==> config.mk <==
export PLATFORM = sky130hd
export DESIGN_NAME = sas_seq
export DESIGN_NICKNAME = d
export VERILOG_FILES = /design/src/rtl/sas_pkg.sv /design/src/rtl/sas_geom.sv /design/src/rtl/sas_check.sv /design/src/rtl/sas_pos.sv /design/src/rtl/sas_pad.sv /design/src/rtl/sas_seq.sv
export SDC_FILE = /design/constraint.sdc
export NUM_CORES = 1
export LEC_CHECK = 0
export ABC_AREA = 1
export BUFFER_PORTS_ARGS = -buffer_cell sky130_fd_sc_hd__buf_4
export CAP_MARGIN = 20
export CORE_AREA = 2 2 102 114
export DETAILED_ROUTE_END_ITERATION = 10
export DIE_AREA = 0 0 104 116
export GPL_ROUTABILITY_DRIVEN = 0
export GPL_TIMING_DRIVEN = 0
export PLACE_DENSITY = 0.83
export SYNTH_ARGS = -nofsm -noshare
export SYNTH_HDL_FRONTEND = slang
export SYNTH_HIERARCHICAL = 1
export SYNTH_SLANG_ARGS = --single-unit
==> constraint.sdc <==
create_clock -name clk_i -period 5.9 [get_ports clk_i]
set_input_delay 0.295 -clock clk_i [delete_from_list [all_inputs] [get_ports clk_i]]
set_output_delay 0.295 -clock clk_i [all_outputs]
set_load 0.005 [all_outputs]
==> src/rtl/sas_pkg.sv <==
package sas_pkg;
  localparam logic [5:0] CMD_READ  = 6'h01;
  localparam logic [5:0] CMD_WRITE = 6'h02;
  localparam logic [5:0] CMD_RCHK  = 6'h03;
  localparam logic [5:0] CMD_FMT_LO = 6'h04;
  localparam logic [5:0] CMD_FMT_HI = 6'h07;

  typedef enum logic [2:0] {
    RES_OK    = 3'd0,
    RES_XFER  = 3'd1,
    RES_WPROT = 3'd2,
    RES_ACF   = 3'd3,
    RES_CYO   = 3'd4
  } res_e;
endpackage

==> src/rtl/sas_geom.sv <==
module sas_geom #(
  parameter int DTYPE_W = 3,
  parameter int CYL_W   = 12,
  parameter int HEAD_W  = 5
) (
  input  logic [DTYPE_W-1:0] dtype_i,
  output logic [HEAD_W:0]    surf_o,
  output logic [CYL_W:0]     cyls_o
);
  always_comb begin
    surf_o = '0;
    cyls_o = '0;
    case (dtype_i)
      DTYPE_W'(0): begin surf_o = (HEAD_W+1)'(1);  cyls_o = (CYL_W+1)'(823);  end
      DTYPE_W'(1): begin surf_o = (HEAD_W+1)'(3);  cyls_o = (CYL_W+1)'(823);  end
      DTYPE_W'(2): begin surf_o = (HEAD_W+1)'(5);  cyls_o = (CYL_W+1)'(823);  end
      DTYPE_W'(3): begin surf_o = (HEAD_W+1)'(5);  cyls_o = (CYL_W+1)'(823);  end
      DTYPE_W'(4): begin surf_o = (HEAD_W+1)'(19); cyls_o = (CYL_W+1)'(823);  end
      DTYPE_W'(5): begin surf_o = (HEAD_W+1)'(16); cyls_o = (CYL_W+1)'(1024); end
      default: ;  // zero geometry: every access fails the cylinder check
    endcase
  end
endmodule

==> src/rtl/sas_check.sv <==
module sas_check
  import sas_pkg::*;
#(
  parameter int CYL_W  = 12,
  parameter int HEAD_W = 5,
  parameter int SECT_W = 6,
  parameter int ADDR_W = 25
) (
  input  logic [5:0]        cmd_i,
  input  logic              attached_i,
  input  logic              wprot_i,
  input  logic              first_i,
  input  logic [CYL_W-1:0]  cyl_i,
  input  logic [HEAD_W-1:0] head_i,
  input  logic [SECT_W-1:0] sect_i,
  input  logic [HEAD_W:0]   surf_i,
  input  logic [CYL_W:0]    cyls_i,
  output res_e              res_o,
  output logic              seek_inc_o,
  output logic              unsafe_o,
  output logic              adv_o,
  output logic [ADDR_W-1:0] addr_o
);
  logic cmd_fmt, cmd_xfer, cyl_bad, head_bad;

  assign cmd_fmt  = (cmd_i >= CMD_FMT_LO) && (cmd_i <= CMD_FMT_HI);
  assign cmd_xfer = (cmd_i == CMD_READ) || (cmd_i == CMD_WRITE) || (cmd_i == CMD_RCHK);
  assign cyl_bad  = {1'b0, cyl_i} >= cyls_i;
  assign head_bad = {1'b0, head_i} >= surf_i;

  assign addr_o = ((ADDR_W'(cyl_i) * ADDR_W'(surf_i) + ADDR_W'(head_i)) << SECT_W)
                  + ADDR_W'(sect_i);

  always_comb begin
    res_o      = RES_OK;
    seek_inc_o = 1'b0;
    unsafe_o   = 1'b0;
    adv_o      = 1'b0;
    if (!(cmd_fmt || cmd_xfer)) begin
      res_o = RES_XFER;
    end else if (!attached_i) begin
      res_o = RES_XFER;
    end else if (wprot_i && cmd_i == CMD_WRITE) begin
      res_o = RES_WPROT;
    end else if (cyl_bad) begin
      res_o      = RES_XFER;
      seek_inc_o = 1'b1;
    end else if (head_bad) begin
      res_o    = first_i ? RES_ACF : RES_CYO;
      unsafe_o = first_i;
    end else begin
      adv_o = 1'b1;
      res_o = cmd_fmt ? RES_WPROT : RES_OK;
    end
  end
endmodule

==> src/rtl/sas_pos.sv <==
module sas_pos #(
  parameter int CYL_W  = 12,
  parameter int HEAD_W = 5,
  parameter int SECT_W = 6
) (
  input  logic              clk_i,
  input  logic              rst_ni,
  input  logic              load_i,
  input  logic [CYL_W-1:0]  cyl_i,
  input  logic [HEAD_W-1:0] head_i,
  input  logic [SECT_W-1:0] sect_i,
  input  logic              adv_i,
  output logic [CYL_W-1:0]  cyl_o,
  output logic [HEAD_W-1:0] head_o,
  output logic [SECT_W-1:0] sect_o
);
  logic [SECT_W-1:0] sect_nx;
  assign sect_nx = sect_o + SECT_W'(1);

  always_ff @(posedge clk_i or negedge rst_ni) begin
    if (!rst_ni) begin
      cyl_o  <= '0;
      head_o <= '0;
      sect_o <= '0;
    end else if (load_i) begin
      cyl_o  <= cyl_i;
      head_o <= head_i;
      sect_o <= sect_i;
    end else if (adv_i) begin
      sect_o <= sect_nx;
      if (sect_nx == '0) head_o <= head_o + HEAD_W'(1);
    end
  end
endmodule

==> src/rtl/sas_pad.sv <==
module sas_pad #(
  parameter int IDX_W = 8
) (
  input  logic [IDX_W-1:0] idx_i,
  input  logic [IDX_W:0]   cnt_i,
  input  logic [7:0]       src_i,
  input  logic [7:0]       last_i,
  input  logic             wr_i,
  output logic [7:0]       byte_o
);
  always_comb begin
    if ({1'b0, idx_i} < cnt_i) byte_o = src_i;
    else if (wr_i)             byte_o = last_i;
    else                       byte_o = 8'h00;
  end
endmodule

==> src/rtl/sas_seq.sv <==
module sas_seq
  import sas_pkg::*;
#(
  parameter int DTYPE_W = 3,
  parameter int CYL_W   = 12,
  parameter int HEAD_W  = 5,
  parameter int SECT_W  = 6,
  parameter int IDX_W   = 8,
  localparam int ADDR_W = CYL_W + HEAD_W + 1 + SECT_W + 1
) (
  input  logic               clk_i,
  input  logic               rst_ni,
  input  logic               load_i,
  input  logic [CYL_W-1:0]   cyl_i,
  input  logic [HEAD_W-1:0]  head_i,
  input  logic [SECT_W-1:0]  sect_i,
  input  logic               step_i,
  input  logic [5:0]         cmd_i,
  input  logic               attached_i,
  input  logic               wprot_i,
  input  logic               first_i,
  input  logic [DTYPE_W-1:0] dtype_i,
  output logic               done_o,
  output logic               ok_o,
  output logic               err_xfer_o,
  output logic               err_wprot_o,
  output logic               err_acf_o,
  output logic               err_cyo_o,
  output logic               seek_inc_o,
  output logic               unsafe_o,
  output logic [ADDR_W-1:0]  addr_o,
  output logic [SECT_W-1:0]  cur_sect_o,
  output logic [HEAD_W-1:0]  cur_head_o,
  input  logic [IDX_W-1:0]   pad_idx_i,
  input  logic [IDX_W:0]     pad_cnt_i,
  input  logic [7:0]         pad_src_i,
  input  logic [7:0]         pad_last_i,
  input  logic               pad_wr_i,
  output logic [7:0]         pad_byte_o
);
  logic [HEAD_W:0]   surf;
  logic [CYL_W:0]    cyls;
  logic [CYL_W-1:0]  cur_cyl;
  res_e              res;
  logic              seek_inc, unsafe, adv, step_go;
  logic [ADDR_W-1:0] addr_c;

  assign step_go = step_i && !load_i;

  sas_geom #(.DTYPE_W(DTYPE_W), .CYL_W(CYL_W), .HEAD_W(HEAD_W)) u_geom (
    .dtype_i(dtype_i), .surf_o(surf), .cyls_o(cyls)
  );

  sas_check #(.CYL_W(CYL_W), .HEAD_W(HEAD_W), .SECT_W(SECT_W), .ADDR_W(ADDR_W)) u_check (
    .cmd_i(cmd_i), .attached_i(attached_i), .wprot_i(wprot_i), .first_i(first_i),
    .cyl_i(cur_cyl), .head_i(cur_head_o), .sect_i(cur_sect_o),
    .surf_i(surf), .cyls_i(cyls),
    .res_o(res), .seek_inc_o(seek_inc), .unsafe_o(unsafe), .adv_o(adv), .addr_o(addr_c)
  );

  sas_pos #(.CYL_W(CYL_W), .HEAD_W(HEAD_W), .SECT_W(SECT_W)) u_pos (
    .clk_i(clk_i), .rst_ni(rst_ni), .load_i(load_i),
    .cyl_i(cyl_i), .head_i(head_i), .sect_i(sect_i),
    .adv_i(step_go && adv),
    .cyl_o(cur_cyl), .head_o(cur_head_o), .sect_o(cur_sect_o)
  );

  sas_pad #(.IDX_W(IDX_W)) u_pad (
    .idx_i(pad_idx_i), .cnt_i(pad_cnt_i), .src_i(pad_src_i),
    .last_i(pad_last_i), .wr_i(pad_wr_i), .byte_o(pad_byte_o)
  );

  always_ff @(posedge clk_i or negedge rst_ni) begin
    if (!rst_ni) begin
      done_o      <= 1'b0;
      ok_o        <= 1'b0;
      err_xfer_o  <= 1'b0;
      err_wprot_o <= 1'b0;
      err_acf_o   <= 1'b0;
      err_cyo_o   <= 1'b0;
      seek_inc_o  <= 1'b0;
      unsafe_o    <= 1'b0;
      addr_o      <= '0;
    end else begin
      done_o      <= step_go;
      ok_o        <= step_go && res == RES_OK;
      err_xfer_o  <= step_go && res == RES_XFER;
      err_wprot_o <= step_go && res == RES_WPROT;
      err_acf_o   <= step_go && res == RES_ACF;
      err_cyo_o   <= step_go && res == RES_CYO;
      seek_inc_o  <= step_go && seek_inc;
      unsafe_o    <= step_go && unsafe;
      if (step_go && adv) addr_o <= addr_c;
    end
  end
endmodule

## Yosys cells after proc, flatten, opt, wreduce, memory -nomap -nowiden

Cells that the tools add are included.

- Add/sub/neg operators: 4
- Multiply operators: 1
- $lt $le $gt $ge: 5
- Eq/ne operators: 12
- Muxes and demuxes: 30
- Reductions and logical operators: 23

Operators by type and width:

| kind | count |
|---|---|
| $add 25x6->25 | 1 |
| $pmux 5 s5 | 1 |
| $pmux 11 s2 | 1 |
| $add 18x5->19 | 1 |
| $mux 3 | 6 |
| $mul 12x5->17 | 1 |
| $mux 8 | 2 |
| $mux 5 | 3 |
| $mux 1 | 14 |
| $eq 3x2->1 const B | 4 |
| $eq 6x2->1 const B | 2 |
| $ge 12x11->1 | 1 |
| $mux 6 | 2 |
| $logic_and 1x1->1 | 11 |
| $eq 3x3->1 const B | 3 |
| $lt 8x9->1 | 1 |
| $add 6x1->6 const B | 1 |
| $eq 3x1->1 const B | 2 |
| $eq 6x1->1 const B | 1 |
| $ge 6x3->1 const B | 1 |
| $le 6x3->1 const B | 1 |
| $logic_not 3->1 | 2 |
| $logic_not 6->1 | 1 |
| $add 5x1->5 const B | 1 |
| 8 further kinds | 11 |

- Bits in registers: 56
- Output and inout port bits: 52
- Word-level logic and storage cells: 87

## Logic depth before layout (Yosys ltp)

- Word-level depth: 12
- Mapped depth: 26
- Mapped depth without buffers: 24

## Modules after synthesis

The synthesis kept the hierarchy.

By module, submodules not included:

| module | instances | cells an instance | area an instance (µm²) | sequential area each (µm²) |
|---|---|---|---|---|
| sas_check | 1 | 527 | 3488.3 | 0.0 |
| sas_seq | 1 | 141 | 1342.5 | 825.8 |
| sas_pos | 1 | 148 | 1166.1 | 575.6 |
| sas_pad | 1 | 81 | 434.2 | 0.0 |
| sas_geom | 1 | 26 | 150.1 | 0.0 |

## Worst setup path after synthesis

OpenSTA, ideal clock, no wires.

- Kind: input to register
- From: input port dtype_i[1]
- To: register addr_o[22]
- Arrival time: 3.908 ns
- Path slack: 1.875 ns
- Stages: 22
- Path buffers: 1
- Path through: nor2_1 > nor2_2 > nor2_1 > clkbuf_1 > nand2_1 > inv_1 > fa_1 > fa_1 > inv_1 > fa_1 > inv_1 > ha_1 > ha_1 > nand2_1 > nand2_1 > a21oi_1 > o21a_1 > nand2_1 > nand2_1 > nand2_1 > nand4_1 > nand2_1

- Elaborated cells on any way between the ends: 21

RTL lines:

| item | RTL line | source |
|---|---|---|
| start, declared | sas_seq.sv:22 | `input logic [DTYPE_W-1:0] dtype_i,` |
| $eq 3x2->1 | sas_geom.sv:13 | `case (dtype_i)` |
| $reduce_or 2->1 (no line) | -- |  |
| $pmux 5 s5 (*) | sas_geom.sv:13 |  |
| via surf[1] | sas_seq.sv:41 | `logic [HEAD_W:0] surf;` |
| $mul 12x5->17 (*) | sas_check.sv:31 | `assign addr_o = ((ADDR_W'(cyl_i) * ADDR_W'(surf_i) + ADDR_W'(head_i)) << SECT_W)` |
| $add 18x5->19 (*) | sas_check.sv:31 |  |
| $add 25x6->25 (*) | sas_check.sv:32 | `+ ADDR_W'(sect_i);` |
| via addr_c[22] | sas_seq.sv:46 | `logic [ADDR_W-1:0] addr_c;` |
| end signal, assigned | sas_seq.sv:93 | `if (step_go && adv) addr_o <= addr_c;` |
| end, declared | sas_seq.sv:31 | `output logic [ADDR_W-1:0] addr_o,` |

Mark *: on every way through the listed nets, which the timed path passes. The rest lies on a longest branch.
A chain may end at the register's enable or synchronous reset.

## Worst setup path in the final report

Ends and elaborated chain as after synthesis.

==> impl_metrics.py <==
metrics = {
    "status": {
        "status": "complete, no violations",
    },
    "cts": {
        "cts_made_buffers": 5,
        "htreeDepth": 2,
        "path_clk_slew_ns": 0.08,
        "ctsHoldBuffers": 0,
        "cts_resized": 0,
        "cts_setup_buffers": 0,
        "cts_root_buf": "clkbuf_16",
        "cts_tree": "yes",
        "cts.sinks": 56,
        "clock_latency_ns": 0.30,
        "clk_path_buf_depth": 2,
    },
    "worst_setup_path": {
        "cpMaxStageDelayCell": "fa_1",
        "critical_path_buf_inv_count": 6,
        "critPathLaunchType": "input pin",
        "cp_top_family": "adder cells",
        "arrival_ns": 4.67,
        "worst_setup_path_end_kind": "flip-flop",
        "worst-setup-path-type": "input pin to flip-flop",
        "required_ns": 6.09,
        "cp_common_cell": "nand2_1",
        "crit_fanout": 10,
        "critPathMaxStageDelay_ns": 0.54,
        "crit_chain": "buf_4 -> inv_1 -> o21ai_0 -> nor2_1 -> clkbuf_1 -> nand2_1 -> inv_1 -> fa_1 -> fa_1 -> inv_1 -> fa_1 -> inv_1 -> ha_1 -> ha_1 -> nand2_1 -> nand2_1 -> a21oi_1 -> o21a_1 -> nand2_1 -> nand2_1 -> nand2_1 -> nand4_1 -> nand2_1",
    },
    "route": {
        "via_per_inst": 4.940,
        "wl_um": 14210,
        "wire_per_inst_um": 11.78,
        "routed.top_layer": "met4",
        "num_vias": 5958,
        "drt-met1-wl_um": 6207,
        "met2_length_um": 6996,
        "drt_iter0_drc": 215,
        "drcViolationCount": 0,
        "wl_met3_um": 703,
        "ant_nets": 0,
        "drt_first_pass_iters": 4,
    },
    "synth": {
        "syn_area_per_cell_sq_um": 7.130,
        "syn_inst": 923,
        "yosys-top-cells-count": "326 x nand2_1, 182 x inv_1, 73 x ha_1",
        "synth_cell_types": 41,
        "synth_ff_type": "dfrtp_1",
        "synth.most_common_cell": "nand2_1",
        "syn_area_sq_um": 6581,
        "synth_top_cell_area_share_pct": 21.29,
        "async_reset_ff_share_pct": 100.0,
        "ys_seq_elements": 56,
        "yosysSeqAreaShare_pct": 21.29,
        "synth_top_cell_by_area": "dfrtp_1",
        "synth.area.top_cells": "dfrtp_1 21%, nand2_1 19%, ha_1 14%, fa_1 13%, inv_1 10%",
        "synth-edff-count": 0,
        "yosys_warnings": 6,
    },
    "floorplan": {
        "chipWidth_um": 104,
        "die_y_um": 116,
        "initial_core_util_pct": 60.88,
        "io_pins": 125,
        "row_count": 40,
        "coreArea_sq_um": 10810,
        "dieArea_sq_um": 12060,
    },
    "sta": {
        "fin_setup_tns_ns": 0,
        "skew_ns": 0.01041,
        "timing.fmax_ghz": 0.2230,
        "setup_viol": 0,
        "final.period_utilization_pct": 76.02,
        "maxSlewHeadroom_pct": 54.48,
        "drv_slew": 0,
        "worst_pin_slew_ns": 0.6828,
        "rsz0062_at_grt": "no",
        "finalCriticalPeriod_ns": 4.485,
        "hold_violations": 0,
    },
    "global_route": {
        "grt_pass1_wl_um": 25240,
        "antenna_found_initial": 0,
        "grt.total_usage_pct": 25.21,
        "grt_max_degree": 57,
        "grt_overflow_total": 0,
        "grt_pass1_vias": 5757,
    },
    "flow_run": {
        "maxCapViolations": 0,
    },
    "power_and_ir_drop": {
        "peakVddDrop_uv": 127.7,
        "power.density_nw_per_um2": 225.7,
        "p_leak_nw": 5.016,
    },
    "placed_design": {
        "place_area_sq_um": 7704,
        "hpwl_um": 11640,
        "io_buffers": 122,
    },
    "hold_path": {
        "hold_path_class": "input pin to asynchronous set/reset pin",
    },
    "final_layout": {
        "nets": 1247,
        "area_delta_synth_final_pct": 19.37,
        "final_area_sq_um": 7856,
        "drive_above_1_share_pct": 19.55,
        "diodes": 0,
    },
}
## registers in the layout, indices dropped and copies added, names as in the netlist
name          cells
done_o            1
addr_o           25
err_xfer_o        1
u_pos/cyl_o      12
ok_o              1
err_acf_o         1
err_wprot_o       1
unsafe_o          1
seek_inc_o        1
u_pos/sect_o      6
err_cyo_o         1
u_pos/head_o      5
## per-layer routing
| layer | track usage, % | vias up |
|---|---|---|
| met5 | 0 | - |
| met4 | 8.649 | 0 |
| met3 | 3.487 | 19 |
| met2 | 45.96 | 151 |
| met1 | 30.96 | 2733 |
| li1 | - | 3055 |
## cells in the final DEF (no fill, tap or decap), types with 4 or more instances in the layout
cell and instances:
ha_1 73, inv_1 182, a21oi_2 7, buf_2 9, clkbuf_1 9, clkinv_1 4, nand3_2 5, nand3_1 27
a21oi_1 16, xor2_1 7, fa_1 43, conb_1 7, inv_2 7, nor3_1 5, buf_4 142, nor2_1 35
clkbuf_16 5, nand2_2 9, xnor2_1 4, nand4_1 36, nand2_1 326, nor2_2 5, dfrtp_1 56, o21ai_1 6
## kinds of logic after synthesis
kind of cell             count (synthesis)  synth area share [%]
buffers and inverters                  234                 14.89
XOR/XNOR                                11                 1.464
adder cells (fa/ha/maj)                116                 26.96
flip-flops                              56                 21.29
other                                    1               0.05698
AND/OR/NAND/NOR                        460                 30.80
AO/OA/AOI/OAI                           45                 4.544
## final timing paths
path                                                to  slack, ns                  startpoint  cells after the start
setup / recovery                addr_o[22]$_DFFE_PN0P_       1.41                  dtype_i[1]                     23
hold / removal             u_pos/head_o[0]$_DFFE_PN0P_       0.02                      rst_ni                      1
setup reg to reg                addr_o[22]$_DFFE_PN0P_       1.83  u_pos/cyl_o[5]$_DFFE_PN0P_                     18
hold reg to reg                 addr_o[20]$_DFFE_PN0P_       0.47      addr_o[20]$_DFFE_PN0P_                      2
max in group asynchronous       addr_o[22]$_DFFE_PN0P_       5.41                      rst_ni                      1
min in group clk_i         u_pos/cyl_o[10]$_DFFE_PN0P_       0.18                   cyl_i[10]                      3
## final cells by class
type / instances / area (sq um)
repair buffers: 122 / 915.9
inverters: 193 / 724.4
flip-flops and latches: 56 / 1401
clock buffers: 5 / 125.1
clock inverters: 3 / 27.53
well taps: 147 / 183.9
plain buffers: 41 / 255.2
multi-input cells: 639 / 4223
fillers: 906 / 2954
## where the power goes
part / internal (mW) / switching (mW)
registers: 0.448 / 0.0641
clock network: 0.162 / 0.151
logic: 0.414 / 0.534
total: 1.02 / 0.749
## worst register-to-register path, stage by stage, from the launching register on
cell and delay [ns]:
dfrtp_1 0.50, nand2_1 0.11, inv_1 0.06, fa_1 0.49, fa_1 0.54, inv_1 0.06, fa_1 0.54, inv_1 0.05
ha_1 0.30, ha_1 0.38, nand2_1 0.09, nand2_1 0.09, a21oi_1 0.24, o21a_1 0.17, nand2_1 0.07, nand2_1 0.07
nand2_1 0.05, nand4_1 0.08, nand2_1 0.06
## through the flow
stage | util (%) | hold slack (ns) | total power, mW | setup WS [ns] | instances
2_1_floorplan | - | -0.0005911 | 1.150 | 1.875 | 929
3_3_place_gp | 71.26 | 0.3864 | 1.419 | 1.303 | 1198
3_5_place_dp | 71.26 | 0.3789 | 1.449 | 1.215 | 1198
4_1_cts | 72.67 | 0.04918 | 1.782 | 1.459 | 1206
5_1_grt | 72.67 | 0.08303 | 1.946 | 1.118 | 1206
6_report | 72.67 | 0.02368 | 1.773 | 1.415 | 1206
(Power assumes the default switching activity.)
